`config.mk`:
```
export PLATFORM = sky130hd
export DESIGN_NAME = vperm_lane_unit
export DESIGN_NICKNAME = d
export VERILOG_FILES = /design/src/rtl/vpm_pkg.sv /design/src/rtl/vpm_decode.sv /design/src/rtl/vpm_seg_perm.sv /design/src/rtl/vperm_lane_unit.sv
export SDC_FILE = /design/constraint.sdc
export NUM_CORES = 1
export LEC_CHECK = 0
export ABC_CLOCK_PERIOD_IN_PS = 6000
export BUFFER_PORTS_ARGS = -buffer_cell sky130_fd_sc_hd__buf_2
export CAP_MARGIN = 5
export CORE_AREA = 2 2 308 310
export CTS_BUF_LIST = sky130_fd_sc_hd__clkbuf_16
export DETAILED_ROUTE_END_ITERATION = 10
export DIE_AREA = 0 0 310 312
export PLACE_DENSITY = 0.46
export REMOVE_ABC_BUFFERS = 1
export SYNTH_ARGS = -nofsm -noshare
export SYNTH_HDL_FRONTEND = slang
export SYNTH_HIERARCHICAL = 1
export SYNTH_SLANG_ARGS = --single-unit
export TNS_END_PERCENT = 1
```
`constraint.sdc`:
```
create_clock -name clk -period 6 [get_ports clk]
set_input_delay 1.2 -clock clk [delete_from_list [all_inputs] [get_ports clk]]
set_output_delay 1.2 -clock clk [all_outputs]
set_load 0.05 [all_outputs]
```
`src/rtl/vpm_pkg.sv`:
```
package vpm_pkg;

  localparam logic [7:0] OPC_SEL32 = 8'h0C;
  localparam logic [7:0] OPC_SEL64 = 8'h0D;

  typedef enum logic {
    ELEM_32 = 1'b0,
    ELEM_64 = 1'b1
  } elem_mode_e;

endpackage

```
`src/rtl/vpm_decode.sv`:
```
module vpm_decode
  import vpm_pkg::*;
(
  input  logic [7:0] opcode,
  input  logic       w_bit,
  output logic       legal,
  output elem_mode_e mode
);

  logic is32, is64;

  always_comb begin
    is32  = (opcode == OPC_SEL32);
    is64  = (opcode == OPC_SEL64);
    legal = (is32 | is64) & ~w_bit;
    mode  = is64 ? ELEM_64 : ELEM_32;
  end

endmodule

```
`src/rtl/vpm_seg_perm.sv`:
```
module vpm_seg_perm
  import vpm_pkg::*;
#(
  parameter int SEG_W = 128
) (
  input  logic [SEG_W-1:0] seg_data,
  input  logic [SEG_W-1:0] seg_ctrl,
  input  elem_mode_e       mode,
  output logic [SEG_W-1:0] seg_out
);

  localparam int N32 = SEG_W / 32;
  localparam int N64 = SEG_W / 64;
  localparam int S32 = $clog2(N32);
  localparam int S64 = $clog2(N64);

  logic [31:0]      d32 [N32];
  logic [63:0]      d64 [N64];
  logic [SEG_W-1:0] r32;
  logic [SEG_W-1:0] r64;

  // 32-bit element lanes: selector sits at the bottom of each control lane
  for (genvar i = 0; i < N32; i++) begin : g_lane32
    logic [S32-1:0] sel;
    assign d32[i]         = seg_data[i*32 +: 32];
    assign sel            = seg_ctrl[i*32 +: S32];
    assign r32[i*32 +: 32] = d32[sel];
  end

  // 64-bit element lanes: selector starts at bit 1 of each control lane
  for (genvar j = 0; j < N64; j++) begin : g_lane64
    logic [S64-1:0] sel;
    assign d64[j]          = seg_data[j*64 +: 64];
    assign sel             = seg_ctrl[j*64 + 1 +: S64];
    assign r64[j*64 +: 64] = d64[sel];
  end

  always_comb seg_out = (mode == ELEM_64) ? r64 : r32;

endmodule

```
`src/rtl/vperm_lane_unit.sv`:
```
module vperm_lane_unit
  import vpm_pkg::*;
#(
  parameter int DATA_W = 256,
  parameter int SEG_W  = 128
) (
  input  logic              clk,
  input  logic              rst,
  input  logic              in_valid,
  input  logic [7:0]        opcode,
  input  logic              wide,
  input  logic              w_bit,
  input  logic [DATA_W-1:0] data_in,
  input  logic [DATA_W-1:0] ctrl_in,
  output logic [DATA_W-1:0] res_out,
  output logic              res_valid,
  output logic              illegal
);

  localparam int N_SEG = DATA_W / SEG_W;

  logic              legal;
  elem_mode_e        mode;
  logic [DATA_W-1:0] perm;
  logic [DATA_W-1:0] masked;

  vpm_decode u_dec (
    .opcode (opcode),
    .w_bit  (w_bit),
    .legal  (legal),
    .mode   (mode)
  );

  for (genvar s = 0; s < N_SEG; s++) begin : g_seg
    vpm_seg_perm #(.SEG_W(SEG_W)) u_seg (
      .seg_data (data_in[s*SEG_W +: SEG_W]),
      .seg_ctrl (ctrl_in[s*SEG_W +: SEG_W]),
      .mode     (mode),
      .seg_out  (perm[s*SEG_W +: SEG_W])
    );
    // narrow operations keep only the lowest segment
    if (s == 0) begin : g_keep
      assign masked[s*SEG_W +: SEG_W] = perm[s*SEG_W +: SEG_W];
    end else begin : g_mask
      assign masked[s*SEG_W +: SEG_W] = wide ? perm[s*SEG_W +: SEG_W] : '0;
    end
  end

  always_ff @(posedge clk) begin
    if (rst) begin
      res_out   <= '0;
      res_valid <= 1'b0;
      illegal   <= 1'b0;
    end else begin
      res_valid <= in_valid & legal;
      illegal   <= in_valid & ~legal;
      if (in_valid && legal) res_out <= masked;
    end
  end

endmodule

```
### Word level (Yosys, flattened, before mapping)

Index checks and enable logic that the tools add are counted.

| cells by class | value |
|---|---|
| equal/unequal tests | 2 |
| order comparisons | 12 |
| reductions and logical operators | 1 |
| bitwise logic cells | 18 |
| multiplexer cells | 40 |

Operators with widths:

| kind | number |
|---|---|
| $mux 64 | 12 |
| $bmux 32 s2 | 8 |
| $mux 32 | 16 |
| $mux 128 | 3 |
| $ge 3x3->1 const B | 8 |
| $not 2->3 | 8 |
| $eq 8x4->1 const B | 2 |
| $ge 2x2->1 const B | 4 |
| $not 1->2 | 4 |
| $and 1x1->1 | 3 |
| $not 1->1 | 2 |
| $logic_and 1x1->1 | 1 |
| $mux 1 | 1 |
| $or 1x1->1 | 1 |

| word-level totals | value |
|---|---|
| output and inout bits | 258 |
| register bits after elaboration | 258 |
| bits of input ports | 525 |
| word-level logic and storage cells | 76 |

### Logic depth before layout (Yosys ltp)

Gate-level depths: netlist of run 1.

| depth | value |
|---|---|
| depth in word-level cells | 6 |
| gate-level depth with buffers | 9 |
| gate-level depth less buffers | 7 |

### Cells and area by module

Netlist of run 1, hierarchy kept.

By module, submodules not included:

| module | sequential area each (um^2) | area each (um^2) | cells an instance | instances |
|---|---|---|---|---|
| vperm_lane_unit | 5,165.0 | 11,398.4 | 1,186 | 1 |
| vpm_seg_perm | 0.0 | 4,575.6 | 447 | 2 |
| vpm_decode | 0.0 | 37.5 | 5 | 1 |

### Worst setup path after synthesis of run 1

No wires, ideal clock.

| timing | value |
|---|---|
| path kind | input to register |
| start | input opcode[6] |
| end | register res_out[130] |
| data arrival time | 3.473 ns |
| stages on the path | 8 |
| data required time | 5.868 ns |
| setup slack | 2.394 ns |
| buffers on the path | 2 |
| setup time | 0.132 ns |
| path through | nand4bb_1 nor4_1 nor2b_1 buf_2 buf_6 mux4_2 nand4_1 a21oi_1 |

| on the way | value |
|---|---|
| longest elaborated chain between the ends | 4 |
| elaborated cells on any way between the ends | 8 |
| those cells by class | eq/ne (2); mux (3); bitwise (2); reduce/logical (1) |

Ends and longest elaborated chain:

| item | RTL line | text |
|---|---|---|
| start, declared | vperm_lane_unit.sv:10 | `input logic [7:0] opcode,` |
| $eq 8x4->1 | vpm_decode.sv:14 | `is64 = (opcode == OPC_SEL64);` |
| $mux 1 | vpm_decode.sv:16 | `mode = is64 ? ELEM_64 : ELEM_32;` |
| via mode | vperm_lane_unit.sv:23 | `elem_mode_e mode;` |
| $mux 128 | vpm_seg_perm.sv:38 | `always_comb seg_out = (mode == ELEM_64) ? r64 : r32;` |
| via perm[130] | vperm_lane_unit.sv:24 | `logic [DATA_W-1:0] perm;` |
| $mux 128 | vperm_lane_unit.sv:45 | `assign masked[s*SEG_W +: SEG_W] = wide ? perm[s*SEG_W +: SEG_W] : '0;` |
| end signal, assigned | vperm_lane_unit.sv:57 | `if (in_valid && legal) res_out <= masked;` |
| end, declared | vperm_lane_unit.sv:15 | `output logic [DATA_W-1:0] res_out,` |

The timed path passes the listed nets, and every way through them passes these cells.
A chain may end at the register's enable or synchronous reset.

### Worst setup path after layout of run 1

| timing | value |
|---|---|
| start | input opcode[6] |
| end | register res_out[148] |

Same word-level chain as after synthesis.

==> results.txt, run 1 <==
Worst slew margin: 31.9%
Total GRT Usage: 16.9%
max_cap viols: 0
Initial DRC Count: 1479
outcome: finished clean
Vias per Instance: 5.14
pin count of the biggest net entering global routing: 134
initial antenna violation count: 53
# rows: 112
post-placement cell count: 3657
CTS sink cnt: 258
average size of a mapped cell: 9.87 um2
pwr dens: 195 nW/um2
commonest non-fill, non-tap cells in the layout: buf_2, a21oi_1, mux2i_1, dfxtp_1, a21bo_1
die height: 312 um
Routability Congestion: 0.792
Net count, final: 2970
Peak Freq: 0.271 GHz
worst vdd ir: 234 uV
number of placed I/O pins: 783
ANT nets after route: 0
HPWL Detailed: 57000 um
Req. time, crit path: 6420 ps
number of fill cells: 10.2k
Crit. End Element: register
RSZ-0062 raised after global routing: false
cells after synthesis: 2085
CTS tree: yes
HP Class: register to register
Post-CTS Hold Fix Bufs: 0
critical path type: primary input to register
drt total wl: 86100 um
share of layout cells above drive strength 1: 33.9%
first-pass detailed-route iteration total: 5
Synth Register Bits: 258
clock slew at reported path FFs: 50 ps
Synth top area share: 25.1%
total CTS buffers: 40
Synth area leader: dfxtp_1
unique cell type count in the Yosys netlist: 22
main area contributors after synthesis: dfxtp_1, mux2i_1, mux4_2
setup violators final: 0
Setup Skew: 0 ps
min Tclk post-route: 3690 ps
final core utilization: 27.0%
critical path arrival: 4120 ps
die width: 310 um
H-tree depth: 2
CTS Root Cell: clkbuf_16
Seq/Total Area, Yosys: 25.1%
worst slew pin tran: 1020 ps
Clock Latency Late Sink: 590 ps
first-pass GRT wire length: 125000 um
Die ar.: 96700 um2
pre-CTS setup slack: 1690 ps
crit share post-route: 61.5%
WL/cell: 23.0 um
Critical Path Source Type: primary input
leakage power: 10.8 nW
area of the multi-input gates: 14000 um2
Post-CTS Setup Inserts: 0
Warnings, synthesis: 6
DRC errors left: 0
fin cells: 3743
post-route setup TNS: 0 ps
Final Hold Viols: 0
Max Buffers Root-to-Sink: 3
number of global-route vias before repair: 18.3k
post_cts resized: 0
Core ar.: 93000 um2
most common library cell in the layout ignoring fill and taps: buf_2
flip-flop and latch area: 5160 um2
grt ovf: 0
Final WS setup: 2310 ps
detailed-route via count: 19.2k
synthesized cell area: 20600 um2
initial cell density of the core: 22.1%
Max Slew Vio Count: 0
peak fanout along the critical path: 32
I/O Buffers: 542
Area growth syn-to-layout: 22.1%
[sequential cells by signal, indices dropped and copies added (netlist names)]
signal     flops
res_out      256
res_valid      1
illegal        1
[cell families after synthesis]
family | share of synthesized area, %
compound gates | 27.2
buf+inv | 7.44
flops | 25.1
mux | 32.7
simple gates | 7.57
[report_power, final]
part           leakage (nW)  internal, mW  total (mW)  switching, mW
Clock                 0.600          1.23        2.19          0.963
Sequential             2.08          1.72        1.72       0.000900
Combinational          8.08         0.439        1.00          0.562
[stage by stage]
stage / instance area [um2] / power, mW / hold WS, ps
finish: 25100 / 4.91 / 561
CTS: 25100 / 5.02 / 564
detailed placement: 23900 / 2.75 / 548
global route: 25100 / 5.14 / 578
floorplan: 19100 / 2.27 / 791
global placement: 23900 / 2.75 / 553
[synth_stat cells]
cell type and n:
a21oi_1 384, mux2i_1 384, dfxtp_1 258, a21bo_1 202
a22o_1 128, mux4_2 128, nand3_1 128, nand4_1 128
buf_2 126, clkbuf_1 79, a21bo_2 54, buf_6 42
buf_1 13, buf_4 11, nor2b_1 8, nor2_1 6
nand2_1 1, nand2b_2 1, nand4bb_1 1, nor3b_1 1
nor4_1 1, or4_1 1
[cell type report]
class | instances | share of cell area [%]
well taps | 1254 | 6.24
diodes | 18 | 0.179
clock inverters | 27 | 0.538
flip-flops and latches | 258 | 20.5
clock buffers | 41 | 4.08
repair buffers | 589 | 12.8
multi-input cells | 1556 | 55.6
[final timing paths]
check | startpoint | to | slack (ps) | cells past startpoint
min | res_out[244] | res_out[244] | 560 | 2
max reg2reg | res_out[116] | res_out[116] | 5170 | 2
min reg2reg | res_out[244] | res_out[244] | 560 | 2
max | opcode[6] | res_out[148] | 2310 | 10
[critical path: stages]
cell and delay (ps):
buf_2 90, nand4bb_1 280, nor4_2 300, buf_4 390
buf_4 500, nor2b_4 60, buf_4 370, mux4_2 540
nand4_1 220, a21oi_1 100
[routing by layer]
layer	global-route usage, %	up-vias	part of all wire, %
met2	25.3	721	42
met4	4.52	62	2.3
met1	21.8	9382	43
li1	-	8909	-
met5	0	-	0.47
met3	7.87	153	11
Note: power is estimated with default switching activity, not from simulation.
==> run 2, diff against run 1 <==
Settings changed: ABC_AREA set to 1, ABC_CLOCK_PERIOD_IN_PS 6000 to 3000, CORE_AREA 2 2 308 310 to 2 2 304 306, DIE_AREA 0 0 310 312 to 0 0 306 308, PLACE_DENSITY 0.46 to 0.51.
Clock period 6 ns to 3 ns, I/O delays scaled along.
==> run 2 against run 1 <==
Against the previous run:
- synthesized area up 9.6%
- utilization up 2.8 points
- count of clock-buffer cells in the layout is 2 lower
- largest cell class unchanged
- largest power group unchanged
- synthesized cell count up 110%
- register-to-register slack lost 2900 ps
==> results.txt, run 2 <==
outcome: finished clean
Clock Latency Late Sink: 570 ps
ys async rst share: 0%
Worst slew margin: 49.9%
Initial DRC Count: 1855
Post-CTS Setup Inserts: 0
Peak Freq: 0.501 GHz
Setup crit start: opcode[2]
peak fanout along the critical path: 52
RSZ-0062 raised after global routing: false
Synth Register Bits: 258
Setup Skew: 0 ps
Final Hold Viols: 0
worst hold path startpoint: rst
number of global-route vias before repair: 24.6k
Net count, final: 5312
final core utilization: 29.8%
commonest non-fill, non-tap cells in the layout: nand2_1, inv_1, buf_2, nor2_1, dfxtp_1
Top reg by flops: res_out
Routability Congestion: 0.897
worst vdd ir: 381 uV
Vias per Instance: 4.43
Synth area leader: nand2_1
Crit. End Element: register
Max Buffers Root-to-Sink: 3
# rows: 111
first-pass detailed-route iteration total: 6
H-tree depth: 2
Top Registers: res_out x256, illegal x1, res_valid x1
critical path arrival: 2510 ps
max reg flops: 256
clock slew at reported path FFs: 60 ps
die width: 306 um
Final WS setup: 1010 ps
ANT nets after route: 0
HPWL Detailed: 67400 um
Area growth syn-to-layout: 20.1%
cells after synthesis: 4415
post-placement cell count: 5933
critical path type: primary input to register
initial antenna violation count: 50
Die ar.: 94200 um2
Req. time, crit path: 3520 ps
drt total wl: 94200 um
I/O Buffers: 542
design area: 27100 um2
unique cell type count in the Yosys netlist: 20
pwr dens: 374 nW/um2
max_cap viols: 0
post_cts resized: 0
Internal: 6.82 mW
WL/cell: 15.6 um
pre-CTS setup slack: 410 ps
number of placed I/O pins: 783
Sw Pwr: 3.31 mW
number of synthesized flops with an enable pin: 0
CTS Root Cell: clkbuf_16
pin count of the biggest net entering global routing: 77
total CTS buffers: 38
synthesized cell area: 22600 um2
Comb pwr share: 20.6%
fin cells: 6024
most common library cell in the layout ignoring fill and taps: nand2_1
DRC errors left: 0
average size of a mapped cell: 5.11 um2
worst slew pin tran: 752 ps
Critical Path Source Type: primary input
Warnings, synthesis: 6
share of layout cells above drive strength 1: 14.3%
grt ovf: 0
most frequent cell after synthesis: nand2_1
HP Class: primary input to register
leakage power: 16.9 nW
worst r2r src: res_out[196]
min Tclk post-route: 1990 ps
Max Slew Vio Count: 0
Seq/Total Area, Yosys: 22.9%
Switching Fraction: 32.7%
Post-CTS Hold Fix Bufs: 0
Clk pwr share: 45.4%
die height: 308 um
sequential power share: 34.0%
Total GRT Usage: 19.4%
number of fill cells: 10.6k
detailed-route via count: 26.7k
Synth top area share: 32.9%
Synth top cells by count: nand2_1, inv_1, nor2_1
Core ar.: 91000 um2
crit share post-route: 66.5%
ys flop type: dfxtp_1
CTS sink cnt: 258
Post-DP Area: 25800 um2
initial cell density of the core: 24.8%
first-pass GRT wire length: 143000 um
CTS tree: yes
main area contributors after synthesis: nand2_1, dfxtp_1, inv_1
WHS: 287 ps
setup violators final: 0
## run 2: power by group through the flow
stage          registers [mW]  logic (mW)  clock network (mW)
6_report                 3.44        2.09                4.60
3_3_place_gp             3.52        2.08                   0
4_1_cts                  3.44        2.09                4.78
5_1_grt                  3.44        2.38                4.88
3_5_place_dp             3.52        2.08                   0
2_1_floorplan            3.54        1.11                   0
## run 2: area by class of cell
class,instances,area (um2),area share (%)
Multi-Input combinational cell,3192,13000,48.0
Timing Repair Buffer,618,3610,13.3
Clock inverter,29,243,0.896
Clock buffer,39,976,3.60
Sequential cell,258,5160,19.1
Inverter,679,2570,9.47
Antenna cell,23,57.6,0.212
Tap cell,1186,1480,5.48
## run 2: per-stage QoR
step / setup TNS [ps] / power (mW)
2_1_floorplan: -1216740 / 4.66
3_3_place_gp: 0 / 5.59
3_5_place_dp: 0 / 5.60
4_1_cts: 0 / 10.3
5_1_grt: 0 / 10.7
6_report: 0 / 10.1
## run 2: cell families after synthesis
family          share of synthesized area (%)
simple gates                             48.8
buf+inv                                  19.6
compound gates                           8.76
flops                                    22.9
## run 2: path summary, 6_finish.rpt
path,to,slack (ps),cells past startpoint
worst min-delay path,res_valid,290,2
worst min register to register,res_out[139],510,4
worst max-delay path,res_out[159],1010,13
worst max register to register,res_out[196],2260,4
## run 2: metal layers
| layer | global-route usage [%] | wire, um |
|---|---|---|
| met5 | 0 | 403 |
| met4 | 7.06 | 3050 |
| met3 | 7.58 | 10000 |
| met2 | 30.6 | 40300 |
| met1 | 23.9 | 40400 |
## run 2: worst max-delay path: stages
cell and delay, ps:
buf_2 100, nand3_1 120, nor3_2 70, buf_4 190
inv_4 190, nand2_4 80, inv_4 480, nand2_1 100
o21ai_1 90, nand2_1 180, inv_1 110, nor2_1 40
nor2_1 110
